### src/rtl/uart_rx_pkg.sv
`timescale 1ns/1ps
package uart_rx_pkg;
  typedef struct packed {
    logic       ferr;
    logic       bit8;
    logic [7:0] data;
  } rx_frame_t;

  typedef enum logic [1:0] {ST_IDLE, ST_START, ST_DATA, ST_STOP} rx_state_e;
endpackage

### src/rtl/uart_rx_baud.sv
`timescale 1ns/1ps
module uart_rx_baud #(
  parameter int DIV_W = 12
) (
  input  logic             clk_i,
  input  logic             rst_ni,
  input  logic             clr_i,
  input  logic             hi_speed_i,
  input  logic [DIV_W-1:0] divisor_i,
  output logic             tick_o
);
  localparam int CNT_W = DIV_W + 2;

  logic [CNT_W-1:0] cnt_q, limit;

  // low range: 4*(div+1)-1 = {div,2'b11}
  always_comb limit = hi_speed_i ? {2'b00, divisor_i} : {divisor_i, 2'b11};
  assign tick_o = !clr_i && (cnt_q >= limit);

  always_ff @(posedge clk_i or negedge rst_ni) begin
    if (!rst_ni)                cnt_q <= '0;
    else if (clr_i || tick_o)   cnt_q <= '0;
    else                        cnt_q <= cnt_q + 1'b1;
  end

  p_tick_gap_r1: assert property (@(posedge clk_i) disable iff (!rst_ni)
    (tick_o && limit != '0) |=> !tick_o);
endmodule

### src/rtl/uart_rx_core.sv
`timescale 1ns/1ps
module uart_rx_core
  import uart_rx_pkg::*;
(
  input  logic      clk_i,
  input  logic      rst_ni,
  input  logic      en_i,
  input  logic      nine_bit_i,
  input  logic      rxd_i,
  input  logic      tick_i,
  output logic      baud_clr_o,
  output logic      frame_vld_o,
  output rx_frame_t frame_o
);
  logic [2:0] sync_q;
  logic       line, fall, vote;
  rx_state_e  state_q;
  logic [3:0] scnt_q, idx_q, last_idx;
  logic [1:0] samp_q;
  logic [8:0] shift_q;
  logic       vld_q;
  rx_frame_t  frame_q;

  assign line     = sync_q[1];
  assign fall     = sync_q[2] & ~sync_q[1];
  assign vote     = (samp_q[0] & samp_q[1]) | (samp_q[0] & line) | (samp_q[1] & line);
  assign last_idx = nine_bit_i ? 4'd8 : 4'd7;

  // realign oversample phase to the detected start edge
  assign baud_clr_o  = (state_q == ST_IDLE) && en_i && fall;
  assign frame_vld_o = vld_q;
  assign frame_o     = frame_q;

  always_ff @(posedge clk_i or negedge rst_ni) begin
    if (!rst_ni) sync_q <= 3'b111;
    else         sync_q <= {sync_q[1:0], rxd_i};
  end

  always_ff @(posedge clk_i or negedge rst_ni) begin
    if (!rst_ni) begin
      state_q <= ST_IDLE;
      scnt_q  <= '0;
      idx_q   <= '0;
      samp_q  <= '0;
      shift_q <= '0;
      vld_q   <= 1'b0;
      frame_q <= '0;
    end else begin
      vld_q <= 1'b0;
      if (!en_i) begin
        state_q <= ST_IDLE;
      end else if (state_q == ST_IDLE) begin
        if (fall) begin
          state_q <= ST_START;
          scnt_q  <= '0;
          idx_q   <= '0;
          shift_q <= '0;
        end
      end else if (tick_i) begin
        scnt_q <= scnt_q + 1'b1;
        if (scnt_q == 4'd7) samp_q[0] <= line;
        if (scnt_q == 4'd8) samp_q[1] <= line;
        if (scnt_q == 4'd9) begin
          unique case (state_q)
            ST_START: if (vote) state_q <= ST_IDLE;
            ST_DATA:  shift_q[idx_q] <= vote;
            ST_STOP: begin
              vld_q         <= 1'b1;
              frame_q.ferr  <= !vote;
              frame_q.bit8  <= nine_bit_i & shift_q[8];
              frame_q.data  <= shift_q[7:0];
              state_q       <= ST_IDLE;
            end
            default: ;
          endcase
        end
        if (scnt_q == 4'd15) begin
          unique case (state_q)
            ST_START: state_q <= ST_DATA;
            ST_DATA: begin
              if (idx_q == last_idx) state_q <= ST_STOP;
              else                   idx_q   <= idx_q + 1'b1;
            end
            default: ;
          endcase
        end
      end
    end
  end

  p_off_idle_r2: assert property (@(posedge clk_i) disable iff (!rst_ni)
    !en_i |=> (state_q == ST_IDLE));
  p_vld_pulse_r3: assert property (@(posedge clk_i) disable iff (!rst_ni)
    vld_q |=> !vld_q);
  p_vld_from_idle_r10: assert property (@(posedge clk_i) disable iff (!rst_ni)
    vld_q |-> (state_q == ST_IDLE));
endmodule

### src/rtl/uart_rx_fifo.sv
`timescale 1ns/1ps
module uart_rx_fifo #(
  parameter int DEPTH = 2,
  parameter int W     = 10
) (
  input  logic         clk_i,
  input  logic         rst_ni,
  input  logic         push_i,
  input  logic [W-1:0] din_i,
  input  logic         pop_i,
  output logic [W-1:0] dout_o,
  output logic         empty_o,
  output logic         full_o
);
  localparam int PTR_W = (DEPTH > 1) ? $clog2(DEPTH) : 1;
  localparam int CNT_W = $clog2(DEPTH + 1);

  logic [W-1:0]     mem_q [DEPTH];
  logic [PTR_W-1:0] wr_q, rd_q;
  logic [CNT_W-1:0] cnt_q;
  logic             do_pop;

  function automatic logic [PTR_W-1:0] nxt(input logic [PTR_W-1:0] p);
    return (p == PTR_W'(DEPTH - 1)) ? '0 : p + 1'b1;
  endfunction

  assign empty_o = (cnt_q == '0);
  assign full_o  = (cnt_q == CNT_W'(DEPTH));
  assign dout_o  = mem_q[rd_q];
  assign do_pop  = pop_i && !empty_o;

  always_ff @(posedge clk_i or negedge rst_ni) begin
    if (!rst_ni) begin
      for (int i = 0; i < DEPTH; i++) mem_q[i] <= '0;
      wr_q  <= '0;
      rd_q  <= '0;
      cnt_q <= '0;
    end else begin
      if (push_i) begin
        mem_q[wr_q] <= din_i;
        wr_q        <= nxt(wr_q);
      end
      if (do_pop) rd_q <= nxt(rd_q);
      if (push_i && !do_pop)      cnt_q <= cnt_q + 1'b1;
      else if (!push_i && do_pop) cnt_q <= cnt_q - 1'b1;
    end
  end

  p_no_overflow_r7: assert property (@(posedge clk_i) disable iff (!rst_ni)
    (push_i && !pop_i) |-> !full_o);
  p_count_bound_r7: assert property (@(posedge clk_i) disable iff (!rst_ni)
    cnt_q <= CNT_W'(DEPTH));
endmodule

### src/rtl/uart_rx_addr.sv
`timescale 1ns/1ps
module uart_rx_addr
  import uart_rx_pkg::*;
#(
  parameter int DIV_W      = 12,
  parameter int FIFO_DEPTH = 2
) (
  input  logic             clk_i,
  input  logic             rst_ni,
  input  logic             rxd_i,
  input  logic             port_en_i,
  input  logic             rx_en_i,
  input  logic             hi_speed_i,
  input  logic [DIV_W-1:0] divisor_i,
  input  logic             nine_bit_i,
  input  logic             addr_det_i,
  input  logic             irq_en_i,
  input  logic             rd_i,
  output logic [7:0]       rd_data_o,
  output logic             rd_bit8_o,
  output logic             rd_ferr_o,
  output logic             avail_o,
  output logic             overrun_o,
  output logic             irq_o
);
  localparam int FRAME_W = $bits(rx_frame_t);

  logic      rx_on, tick, baud_clr, frame_vld, accept, space, push, empty, full, ovr_q;
  rx_frame_t frame, head;

  assign rx_on = port_en_i & rx_en_i;

  uart_rx_baud #(.DIV_W(DIV_W)) u_baud (
    .clk_i, .rst_ni,
    .clr_i      (baud_clr),
    .hi_speed_i,
    .divisor_i,
    .tick_o     (tick)
  );

  uart_rx_core u_core (
    .clk_i, .rst_ni,
    .en_i        (rx_on),
    .nine_bit_i,
    .rxd_i,
    .tick_i      (tick),
    .baud_clr_o  (baud_clr),
    .frame_vld_o (frame_vld),
    .frame_o     (frame)
  );

  // address filter acts only in 9-bit mode
  assign accept = !(nine_bit_i && addr_det_i && !frame.bit8);
  assign space  = !full || (rd_i && !empty);
  assign push   = frame_vld && accept && !ovr_q && space;

  always_ff @(posedge clk_i or negedge rst_ni) begin
    if (!rst_ni)                                    ovr_q <= 1'b0;
    else if (!rx_on)                                ovr_q <= 1'b0;
    else if (frame_vld && accept && !space)         ovr_q <= 1'b1;
  end

  uart_rx_fifo #(.DEPTH(FIFO_DEPTH), .W(FRAME_W)) u_fifo (
    .clk_i, .rst_ni,
    .push_i  (push),
    .din_i   (frame),
    .pop_i   (rd_i),
    .dout_o  (head),
    .empty_o (empty),
    .full_o  (full)
  );

  assign rd_data_o = head.data;
  assign rd_bit8_o = head.bit8;
  assign rd_ferr_o = head.ferr;
  assign avail_o   = !empty;
  assign overrun_o = ovr_q;
  assign irq_o     = avail_o & irq_en_i;

  p_ovr_blocks_r8: assert property (@(posedge clk_i) disable iff (!rst_ni)
    ovr_q |-> !push);
  p_ovr_clear_r8: assert property (@(posedge clk_i) disable iff (!rst_ni)
    !rx_on |=> !ovr_q);
  p_addr_filter_r5: assert property (@(posedge clk_i) disable iff (!rst_ni)
    (push && nine_bit_i && addr_det_i) |-> frame.bit8);
  p_avail_after_push_r9: assert property (@(posedge clk_i) disable iff (!rst_ni)
    push |=> avail_o);
endmodule

### config.mk
export PLATFORM = sky130hd
export DESIGN_NAME = uart_rx_addr
export DESIGN_NICKNAME = d
export VERILOG_FILES = /design/src/rtl/uart_rx_pkg.sv /design/src/rtl/uart_rx_baud.sv /design/src/rtl/uart_rx_core.sv /design/src/rtl/uart_rx_fifo.sv /design/src/rtl/uart_rx_addr.sv
export SDC_FILE = /design/constraint.sdc
export NUM_CORES = 1
export LEC_CHECK = 0
export BUFFER_PORTS_ARGS = -buffer_cell sky130_fd_sc_hd__buf_2
export CORE_ASPECT_RATIO = 0.6
export CORE_MARGIN = 3
export CORE_UTILIZATION = 58
export DETAILED_ROUTE_END_ITERATION = 6
export MAX_ROUTING_LAYER = met4
export PLACE_DENSITY = 0.8
export RECOVER_POWER = 50
export SLEW_MARGIN = 20
export SYNTH_ARGS = -nofsm -noshare
export SYNTH_HDL_FRONTEND = slang
export SYNTH_HIERARCHICAL = 1
export SYNTH_SLANG_ARGS = --single-unit
### constraint.sdc
create_clock -name clk_i -period 3.8 [get_ports clk_i]
set_input_delay 0.76 -clock clk_i [delete_from_list [all_inputs] [get_ports clk_i]]
set_output_delay 0.76 -clock clk_i [all_outputs]
set_load 0.1 [all_outputs]
==> Yosys cells after proc, flatten, opt, wreduce, memory -nomap -nowiden <==
Index checks and enable logic that the tools add are counted.
Widths: inputs -> output; s select.
{ "classes": {"n_mux": 46, "shift": 0, "eq_ne": 14, "n_lt_le_gt_ge": 6, "n_reduce_logical": 40, "bitwise_logic": 13, "div": 0, "add_sub_neg": 7, "mul": 0} }
{ "op_table": {"columns": ["operator", "n"], "rows": [
  ["$mux 9", 5],
  ["$mux 10", 4],
  ["$mux 4", 9],
  ["$mux 14", 2],
  ["$bwmux 20", 1],
  ["$mux 2", 10],
  ["$add 14x1->14 const B", 1],
  ["$ge 14x14->1", 1],
  ["$logic_and 1x1->1", 14],
  ["$eq 4x4->1 const B", 3],
  ["$demux 10 s1", 1],
  ["$logic_not 1->1", 10],
  ["$mux 1", 10],
  ["$reduce_and 5->1", 2],
  ["$reduce_bool 2->1", 5],
  ["$bwmux 9", 1],
  ["$add 4x1->4 const B", 2],
  ["$pmux 2 s2", 2],
  ["$reduce_and 4->1", 2],
  ["$and 1x1->1", 7],
  ["$eq 2x2->1 const B", 3],
  ["$ne 3x3->1 const B", 2],
  ["$reduce_and 6->1", 1],
  ["$lt 4x5->1 const B", 1],
  ["19 further kinds", 27]
]} }
{ "word_totals": {"mem_bits_rw": 0, "register_bits": 74, "latchBits": 0, "input_bits": 22, "word_cells": 144, "n_memories": 0, "mem_bits_ro": 0, "output_inout_bits": 13} }

==> Depth between registers and ports, before layout <==
Gate-level depths: netlist of the first run.
{ "logic_depth": {"ltp_word": 12, "mapped_depth": 14, "ltp_nobuf": 10} }

==> Modules after synthesis <==
Netlist of the first run, hierarchy kept.
{ "by_module_without_submodules": {"columns": ["mod", "instances", "cells_each", "area_each_um2"], "rows": [
  ["uart_rx_core", 1, 174, 1863.0],
  ["uart_rx_baud", 1, 118, 1201.2],
  ["uart_rx_fifo", 1, 68, 1082.3],
  ["uart_rx_addr", 1, 10, 105.1]
]} }

==> Least setup slack after synthesis of the first run <==
Ideal clock, no wire load.
{ "synth_path": {"kind": "input -> register", "start": "input hi_speed_i", "end": "register u_core.frame_q (netlist bit u_core/frame_o[0])", "t_required_ns": 3.675, "arrival_ns": 3.661, "slack_ns": 0.014, "setup_time_ns": 0.125, "path_stages": 13, "cell_sequence": "buf_1 > mux2i_1 > ha_1 > and4_4 > a221o_1 > and2_2 > o31a_1 > and3b_1 > buf_6 > and3_4 > buf_6 > buf_6 > mux2_4"} }
{ "synth_via": {"elab_chain_cells": 4} }
{ "synth_lines": {"columns": ["item", "line", "text"], "rows": [
  ["start, declared", "uart_rx_addr.sv:13", "input logic hi_speed_i,"],
  ["$mux 14", "uart_rx_baud.sv:17", "always_comb limit = hi_speed_i ? {2'b00, divisor_i} : {divisor_i, 2'b11};"],
  ["$ge 14x14->1", "uart_rx_baud.sv:18", "assign tick_o = !clr_i && (cnt_q >= limit);"],
  ["$logic_and 1x1->1", "uart_rx_baud.sv:18", null],
  ["via tick", "uart_rx_addr.sv:28", "logic rx_on, tick, baud_clr, frame_vld, accept, space, push, empty, full, ovr_q;"],
  ["$reduce_and 5->1 (no source line)", null, null],
  ["end, declared", "uart_rx_core.sv:22", "rx_frame_t frame_q;"]
]} }
The timed path passes the listed nets, and every way through them passes these cells.
A chain may end at the register's enable or synchronous reset.

==> Final worst setup path of the first run <==
{ "layout_path": {"start": "input hi_speed_i", "end": "register u_core.frame_q (netlist bit u_core/frame_o[2])"} }
The elaborated chain is that of the path after synthesis.

==> results of run 1 <==
-- how the worst max path moves through the flow --
stage | startpoint | endpoint | cells after the start
floorplan | hi_speed_i | u_core/frame_o[0] | 13
global placement | hi_speed_i | u_core/frame_o[2] | 10
detailed placement | hi_speed_i | u_core/frame_o[2] | 10
CTS | hi_speed_i | u_core/frame_o[2] | 10
global route | hi_speed_i | u_core/shift_q[1] | 12
finish | hi_speed_i | u_core/frame_o[2] | 10
-- layer usage --
metal | vias up | track usage [%]
met4 | 0 | 6.74
met2 | 75 | 31.0
met1 | 1445 | 34.0
met3 | 10 | 5.08
li1 | 1418 | -
met5 | - | -
-- worst max-delay path, delay by kind of cell --
kind                     cells  cell delay (ns)
AND/OR/NAND/NOR              4             0.99
AO/OA/AOI/OAI                2             0.63
multiplexers                 2             0.57
buffers and inverters        1             0.30
adder cells (fa/ha/maj)      1             0.28
-- sequential cells by signal, summed over array words and instances (netlist names) --
register and flops:
u_core/frame_vld_o 1, u_core/idx_q 4, overrun_o 1, u_core/samp_q 2, u_fifo/rd_q 1, u_core/state_q 2, u_core/shift_q 9, u_baud/cnt_q 14
u_core/frame_o 10, u_core/scnt_q 4, u_fifo/cnt_q 2, u_fifo/mem_q 20, u_fifo/wr_q 1, u_core/sync_q 3
-- cell usage after synthesis (4+ instances only) --
master and n:
ha_1 28, inv_1 18, nand4_1 10, mux2i_1 11, xor2_1 11, mux2_2 25
xnor2_1 7, buf_2 4, o21ai_0 23, a21oi_1 6, a41oi_1 9, nor3_2 10
nor2b_1 5, nor3_1 8, and4_1 4, nand2_1 17, mux2_4 15, dfrtp_1 71
buf_6 5, nor2_1 10, and3_1 4, nand3_1 7
-- logic make-up after synthesis --
kind of cell,Yosys count,share of synthesized area (%)
flip-flops,74,43.6
AO/OA/AOI/OAI,63,10.5
buffers and inverters,33,3.94
adder cells (fa/ha/maj),29,8.48
XOR/XNOR,18,3.71
multiplexers,51,14.5
AND/OR/NAND/NOR,102,15.2
-- where the power goes --
group / switching (mW) / internal (mW)
sequential: 0.0616 / 0.825
clock: 0.307 / 0.472
combinational: 0.119 / 0.0999
-- cell type report --
type	instances	share of cell area [%]
tap	87	2.31
timing repair buffer	36	3.93
clock buffer	11	5.36
clock inverter	4	0.584
inverter	18	1.43
sequential	74	39.4
multi-input combinational	263	47.0
==> flow_metrics.env, run 1 <==
export IMPL_ys_ff_latch=74
export IMPL_mostFrequentLayoutCells="dfrtp_1, buf_2, ha_1, mux2_2, o21ai_0"
export IMPL_stdcell_count=493
export IMPL_power_mw=1.88
export IMPL_n_fill_cell=521
export IMPL_status="finished with violations"
export IMPL_wl_per_cell_microns=17.3
export IMPL_post_route_util_pct=68.5
export IMPL_rsz0062_at_grt="false"
export IMPL_dr_wl_met3_microns=422
export IMPL_p_leak_nw=2.32
export IMPL_gp_congestion=0.925
export IMPL_worstPathRequired_ns=4.02
export IMPL_core_sq_um=6880
export IMPL_final_common_cell="dfrtp_1"
export IMPL_setup_viol=0
export IMPL_finalSetupTns_ns=0
export IMPL_worstReg2RegStart="u_baud/cnt_q[5]"
export IMPL_yosysWarnings=6
export IMPL_synth_edf_count=0
export IMPL_synth_fp_nets=420
export IMPL_clock_latency_ns=0.33
export IMPL_p_per_area_nw_per_um2=400
export IMPL_min_period_over_period_pct=87.4
export IMPL_area_growth_pct=10.9
export IMPL_max_freq_ghz=0.301
export IMPL_antenna_found_initial=0
export IMPL_ys_async_sr_fraction_pct=100
export IMPL_worstPathCellList="buf_2 -> mux2i_1 -> ha_1 -> and4_4 -> a221o_1 -> and2_2 -> o31a_1 -> and3b_1 -> and3_4 -> mux2_4"
export IMPL_wl_met1_mm=4.43
export IMPL_synth_ff_type="dfrtp_1"
export IMPL_diodes=0
export IMPL_cts_resized_gates=0
export IMPL_first_pass_iters=4
export IMPL_grt_max_degree=75
export IMPL_rows=23
export IMPL_slowest_delay_ns=0.32
export IMPL_clk_pin_slew_ns=0.06
export IMPL_grt_pass1_wl_mm=14.5
export IMPL_setup_slack_ns=0.478
export IMPL_yosysTopAreaCellShare_pct=41.8
export IMPL_tightest_slew_ns=1.76
export IMPL_overflow=0
export IMPL_cts_sinks=74
export IMPL_cts_tree="built"
export IMPL_timing_hold_ws_ns=0.362
export IMPL_clockBufferDepth=2
export IMPL_multiInputGateArea_sq_um=2220
export IMPL_io_buffer_count=34
export IMPL_drt_total_wl_mm=8.52
export IMPL_die_w_microns=117
export IMPL_slew_headroom_pct=-17.6
export IMPL_stdcell_area_sq_um=4710
export IMPL_drive_above_1_share_pct=28.8
export IMPL_grt_pass1_vias=2893
export IMPL_dieArea_sq_um=8430
export IMPL_yosys_top_cells_area="dfrtp_1, ha_1, mux2_2"
export IMPL_peakVddDrop_mv=0.258
export IMPL_pre_cts_ws_ns=0.157
export IMPL_hold_path_end="u_core/sync_q[1]"
export IMPL_final_seq_area_sq_um=1860
export IMPL_viasPerCell=5.98
export IMPL_path_class="primary input to flip-flop"
export IMPL_cts_root_buf="clkbuf_16"
export IMPL_ios=35
export IMPL_hpwl_mm=6.09
export IMPL_vias=2948
export IMPL_violations="max-capacitance violations, max-slew violations"
export IMPL_final_nets=452
export IMPL_synth_avg_cell_area_sq_um=11.5
export IMPL_die_height_microns=72.3
export IMPL_critPathLaunchType="primary input"
export IMPL_cts_setup_buffers=0
export IMPL_cp_max_fo=14
export IMPL_netlist_area_sq_um=4250
export IMPL_worstHoldPathType="flip-flop to flip-flop"
export IMPL_cts_hold_buf=0
export IMPL_r2r_end="u_core/frame_o[2]"
export IMPL_cap_violations=1
export IMPL_rrSetupSlack_ns=0.88
export IMPL_ys_seq_area_share_pct=43.6
export IMPL_period_needed_ns=3.32
export IMPL_cp_slowest_cell="a221o_1"
export IMPL_hold_start="u_core/sync_q[0]"
export IMPL_start_util_pct=61.8
export IMPL_cp_end_kind="flip-flop"
export IMPL_drt_iter0_markers=217
export IMPL_h_tree_depth=3
export IMPL_finalMaxSlewViolations=75
export IMPL_drc=0
export IMPL_ys_types=63
export IMPL_numCtsBuffers=9
export IMPL_top_layer="met4"
export IMPL_rr_worst_depth=8
export IMPL_route_met2_wl_mm=3.58
export IMPL_cp_arrival_ns=3.54
export IMPL_track_usage_pct=22.8
export IMPL_hold_violations=0
export IMPL_syn_inst=370
export IMPL_dp_cells=478
export IMPL_postPlaceCellArea_sq_um=4450
export IMPL_holdPathStages=0
export IMPL_finClkSkew_ns=0.00471
export IMPL_antenna_left=0
export IMPL_yosys_area_top_type="dfrtp_1"
Power figures use the tool's default switching activity.
==> run 2, diff against run 1 <==
Settings changed: CAP_MARGIN set to 25, CORE_UTILIZATION 58 to 55, PLACE_DENSITY 0.8 to 0.76, SYNTH_HIERARCHICAL 1 to unset.
==> run 2 against run 1 <==
  * The run now ends clean
  * Sequential cell count unchanged
  * Area after synthesis down 4.7%
  * Sequential share of layout area up 0.87 points
==> flow_metrics.env, run 2 <==
export IMPL_grt_pass1_wl_mm=14.2
export IMPL_ys_seq_area_share_pct=45.8
export IMPL_hpwl_mm=5.96
export IMPL_seq_power_share_pct=44.1
export IMPL_cts_hold_buf=0
export IMPL_finalSetupTns_ns=0
export IMPL_switching_share_pct=25.3
export IMPL_yosys_area_top_type="dfrtp_1"
export IMPL_ys_ff_latch=74
export IMPL_antenna_left=0
export IMPL_finClkSkew_ns=0.00582
export IMPL_internal_power_mw=1.49
export IMPL_clk_pin_slew_ns=0.06
export IMPL_rows=23
export IMPL_timing_hold_ws_ns=0.365
export IMPL_p_per_area_nw_per_um2=432
export IMPL_cp_end_kind="flip-flop"
export IMPL_synth_most_common_cell="dfrtp_1"
export IMPL_io_buffer_count=34
export IMPL_postPlaceCellArea_sq_um=4290
export IMPL_cts_resized_gates=0
export IMPL_worstReg2RegStart="u_baud.cnt_q[12]"
export IMPL_clockBufferDepth=2
export IMPL_cap_violations=0
export IMPL_diodes=0
export IMPL_die_height_microns=72.5
export IMPL_peakVddDrop_mv=0.326
export IMPL_cts_root_buf="clkbuf_16"
export IMPL_drc=0
export IMPL_yosys_top_cells_area="dfrtp_1, mux2_2, ha_1"
export IMPL_rsz0062_at_grt="false"
export IMPL_ys_async_sr_fraction_pct=100
export IMPL_cts_setup_buffers=0
export IMPL_stdcell_area_sq_um=4610
export IMPL_drive_above_1_share_pct=25.4
export IMPL_n_fill_cell=518
export IMPL_synth_common_cells="dfrtp_1, mux2_2, nand2_1"
export IMPL_power_mw=1.99
export IMPL_netlist_area_sq_um=4050
export IMPL_grt_pass1_vias=2776
export IMPL_vias=2759
export IMPL_synth_avg_cell_area_sq_um=11.3
export IMPL_numCtsBuffers=9
export IMPL_hold_start="u_core.sync_q[0]"
export IMPL_clkPwrFrac_pct=44.5
export IMPL_path_class="primary input to flip-flop"
export IMPL_yosysTopAreaCellShare_pct=43.8
export IMPL_largest_reg_flops=20
export IMPL_final_nets=446
export IMPL_first_pass_iters=4
export IMPL_yosysWarnings=0
export IMPL_drt_iter0_markers=266
export IMPL_cts_sinks=74
export IMPL_critPathLaunchType="primary input"
export IMPL_largest_register="u_fifo.mem_q"
export IMPL_clock_latency_ns=0.33
export IMPL_post_route_util_pct=66.8
export IMPL_cp_arrival_ns=3.45
export IMPL_synth_edf_count=0
export IMPL_dieArea_sq_um=8470
export IMPL_worstHoldPathType="flip-flop to flip-flop"
export IMPL_hold_violations=0
export IMPL_min_period_over_period_pct=85.3
export IMPL_synth_fp_nets=408
export IMPL_tightest_slew_ns=1.35
export IMPL_overflow=0
export IMPL_setup_viol=0
export IMPL_die_w_microns=117
export IMPL_ios=35
export IMPL_final_common_cell="dfrtp_1"
export IMPL_p_leak_nw=2.30
export IMPL_pwr_share_comb_pct=11.4
export IMPL_core_sq_um=6910
export IMPL_track_usage_pct=22.3
export IMPL_viasPerCell=5.65
export IMPL_syn_inst=358
export IMPL_antenna_found_initial=0
export IMPL_r2r_end="u_core.idx_q[0]"
export IMPL_drt_total_wl_mm=8.34
export IMPL_period_needed_ns=3.24
export IMPL_synth_ff_type="dfrtp_1"
export IMPL_max_freq_ghz=0.309
export IMPL_rr_worst_depth=7
export IMPL_h_tree_depth=3
export IMPL_wl_per_cell_microns=17.1
export IMPL_cts_tree="built"
export IMPL_area_growth_pct=13.8
export IMPL_ys_types=48
export IMPL_hold_path_end="u_core.sync_q[1]"
export IMPL_power_switching_mw=0.504
export IMPL_gp_congestion=0.911
export IMPL_status="completed"
export IMPL_cp_max_fo=14
export IMPL_mostFrequentLayoutCells="dfrtp_1, mux2_2, buf_2, nand2_1, ha_1"
export IMPL_grt_max_degree=50
export IMPL_holdPathStages=0
export IMPL_rrSetupSlack_ns=0.99
export IMPL_finalMaxSlewViolations=0
export IMPL_worstPathRequired_ns=4.01
export IMPL_slew_headroom_pct=10.2
export IMPL_start_util_pct=58.7
run 2: how the worst max path moves through the flow:
stage / start / end / slack [ns] / cells after the start
after floorplan: hi_speed_i / u_core.frame_o[1] / 0.60 / 10
after global placement: hi_speed_i / u_core.idx_q[0] / 0.46 / 9
after detailed placement: hi_speed_i / u_core.idx_q[0] / 0.26 / 9
after CTS: hi_speed_i / u_core.idx_q[0] / 0.60 / 9
after global routing: hi_speed_i / u_core.idx_q[0] / 0.36 / 9
final: hi_speed_i / u_core.idx_q[0] / 0.56 / 9
run 2: layout make-up:
class / instances / area (sq um) / area share (%)
clock buffers: 12 / 267 / 5.78
inverters: 16 / 60.1 / 1.30
multi-input cells: 259 / 2080 / 45.2
repair buffers: 36 / 180 / 3.91
well taps: 87 / 109 / 2.36
flip-flops and latches: 74 / 1860 / 40.2
clock inverters: 4 / 56.3 / 1.22
run 2: metrics by stage:
stage	setup slack, ns	instances
floorplan	0.601	358
global placement	0.460	472
detailed placement	0.256	472
CTS	0.604	488
global route	0.357	488
finish	0.559	488
run 2: critical path, cell delays in order:
cell and delay (ns):
buf_2 0.28, mux2i_1 0.28, ha_1 0.28, a21oi_1 0.16, o221ai_1 0.13, a21oi_1 0.37
a21oi_1 0.38, o21ai_0 0.42, mux2_2 0.38
run 2: cell families (layout without fill, tap and decap cells):
group / after synthesis / count (layout) / synth area share (%)
adders and majority gates: 29 / 29 / 8.89
xor gates and xnor gates: 17 / 17 / 3.67
DFF: 74 / 74 / 45.8
muxes: 56 / 56 / 15.7
AOI/OAI and AO/OA: 51 / 51 / 9.94
buffers and inverters: 25 / 68 / 2.78
and+or+nand+nor: 106 / 106 / 13.2
run 2: power groups by stage:
stage	sequential (mW)	clock (mW)	combinational, mW
3_5_place_dp	0.892	0	0.223
6_report	0.879	0.888	0.227
4_1_cts	0.878	0.907	0.227
2_1_floorplan	0.876	0	0.157
5_1_grt	0.886	0.942	0.258
3_3_place_gp	0.891	0	0.211
run 2: layer usage:
layer	track usage, %	up-vias	wire [microns]
li1	-	1359	-
met5	-	-	0
met4	5.73	0	50
met1	32.7	1327	4290
met3	5.75	4	453
met2	30.8	69	3550
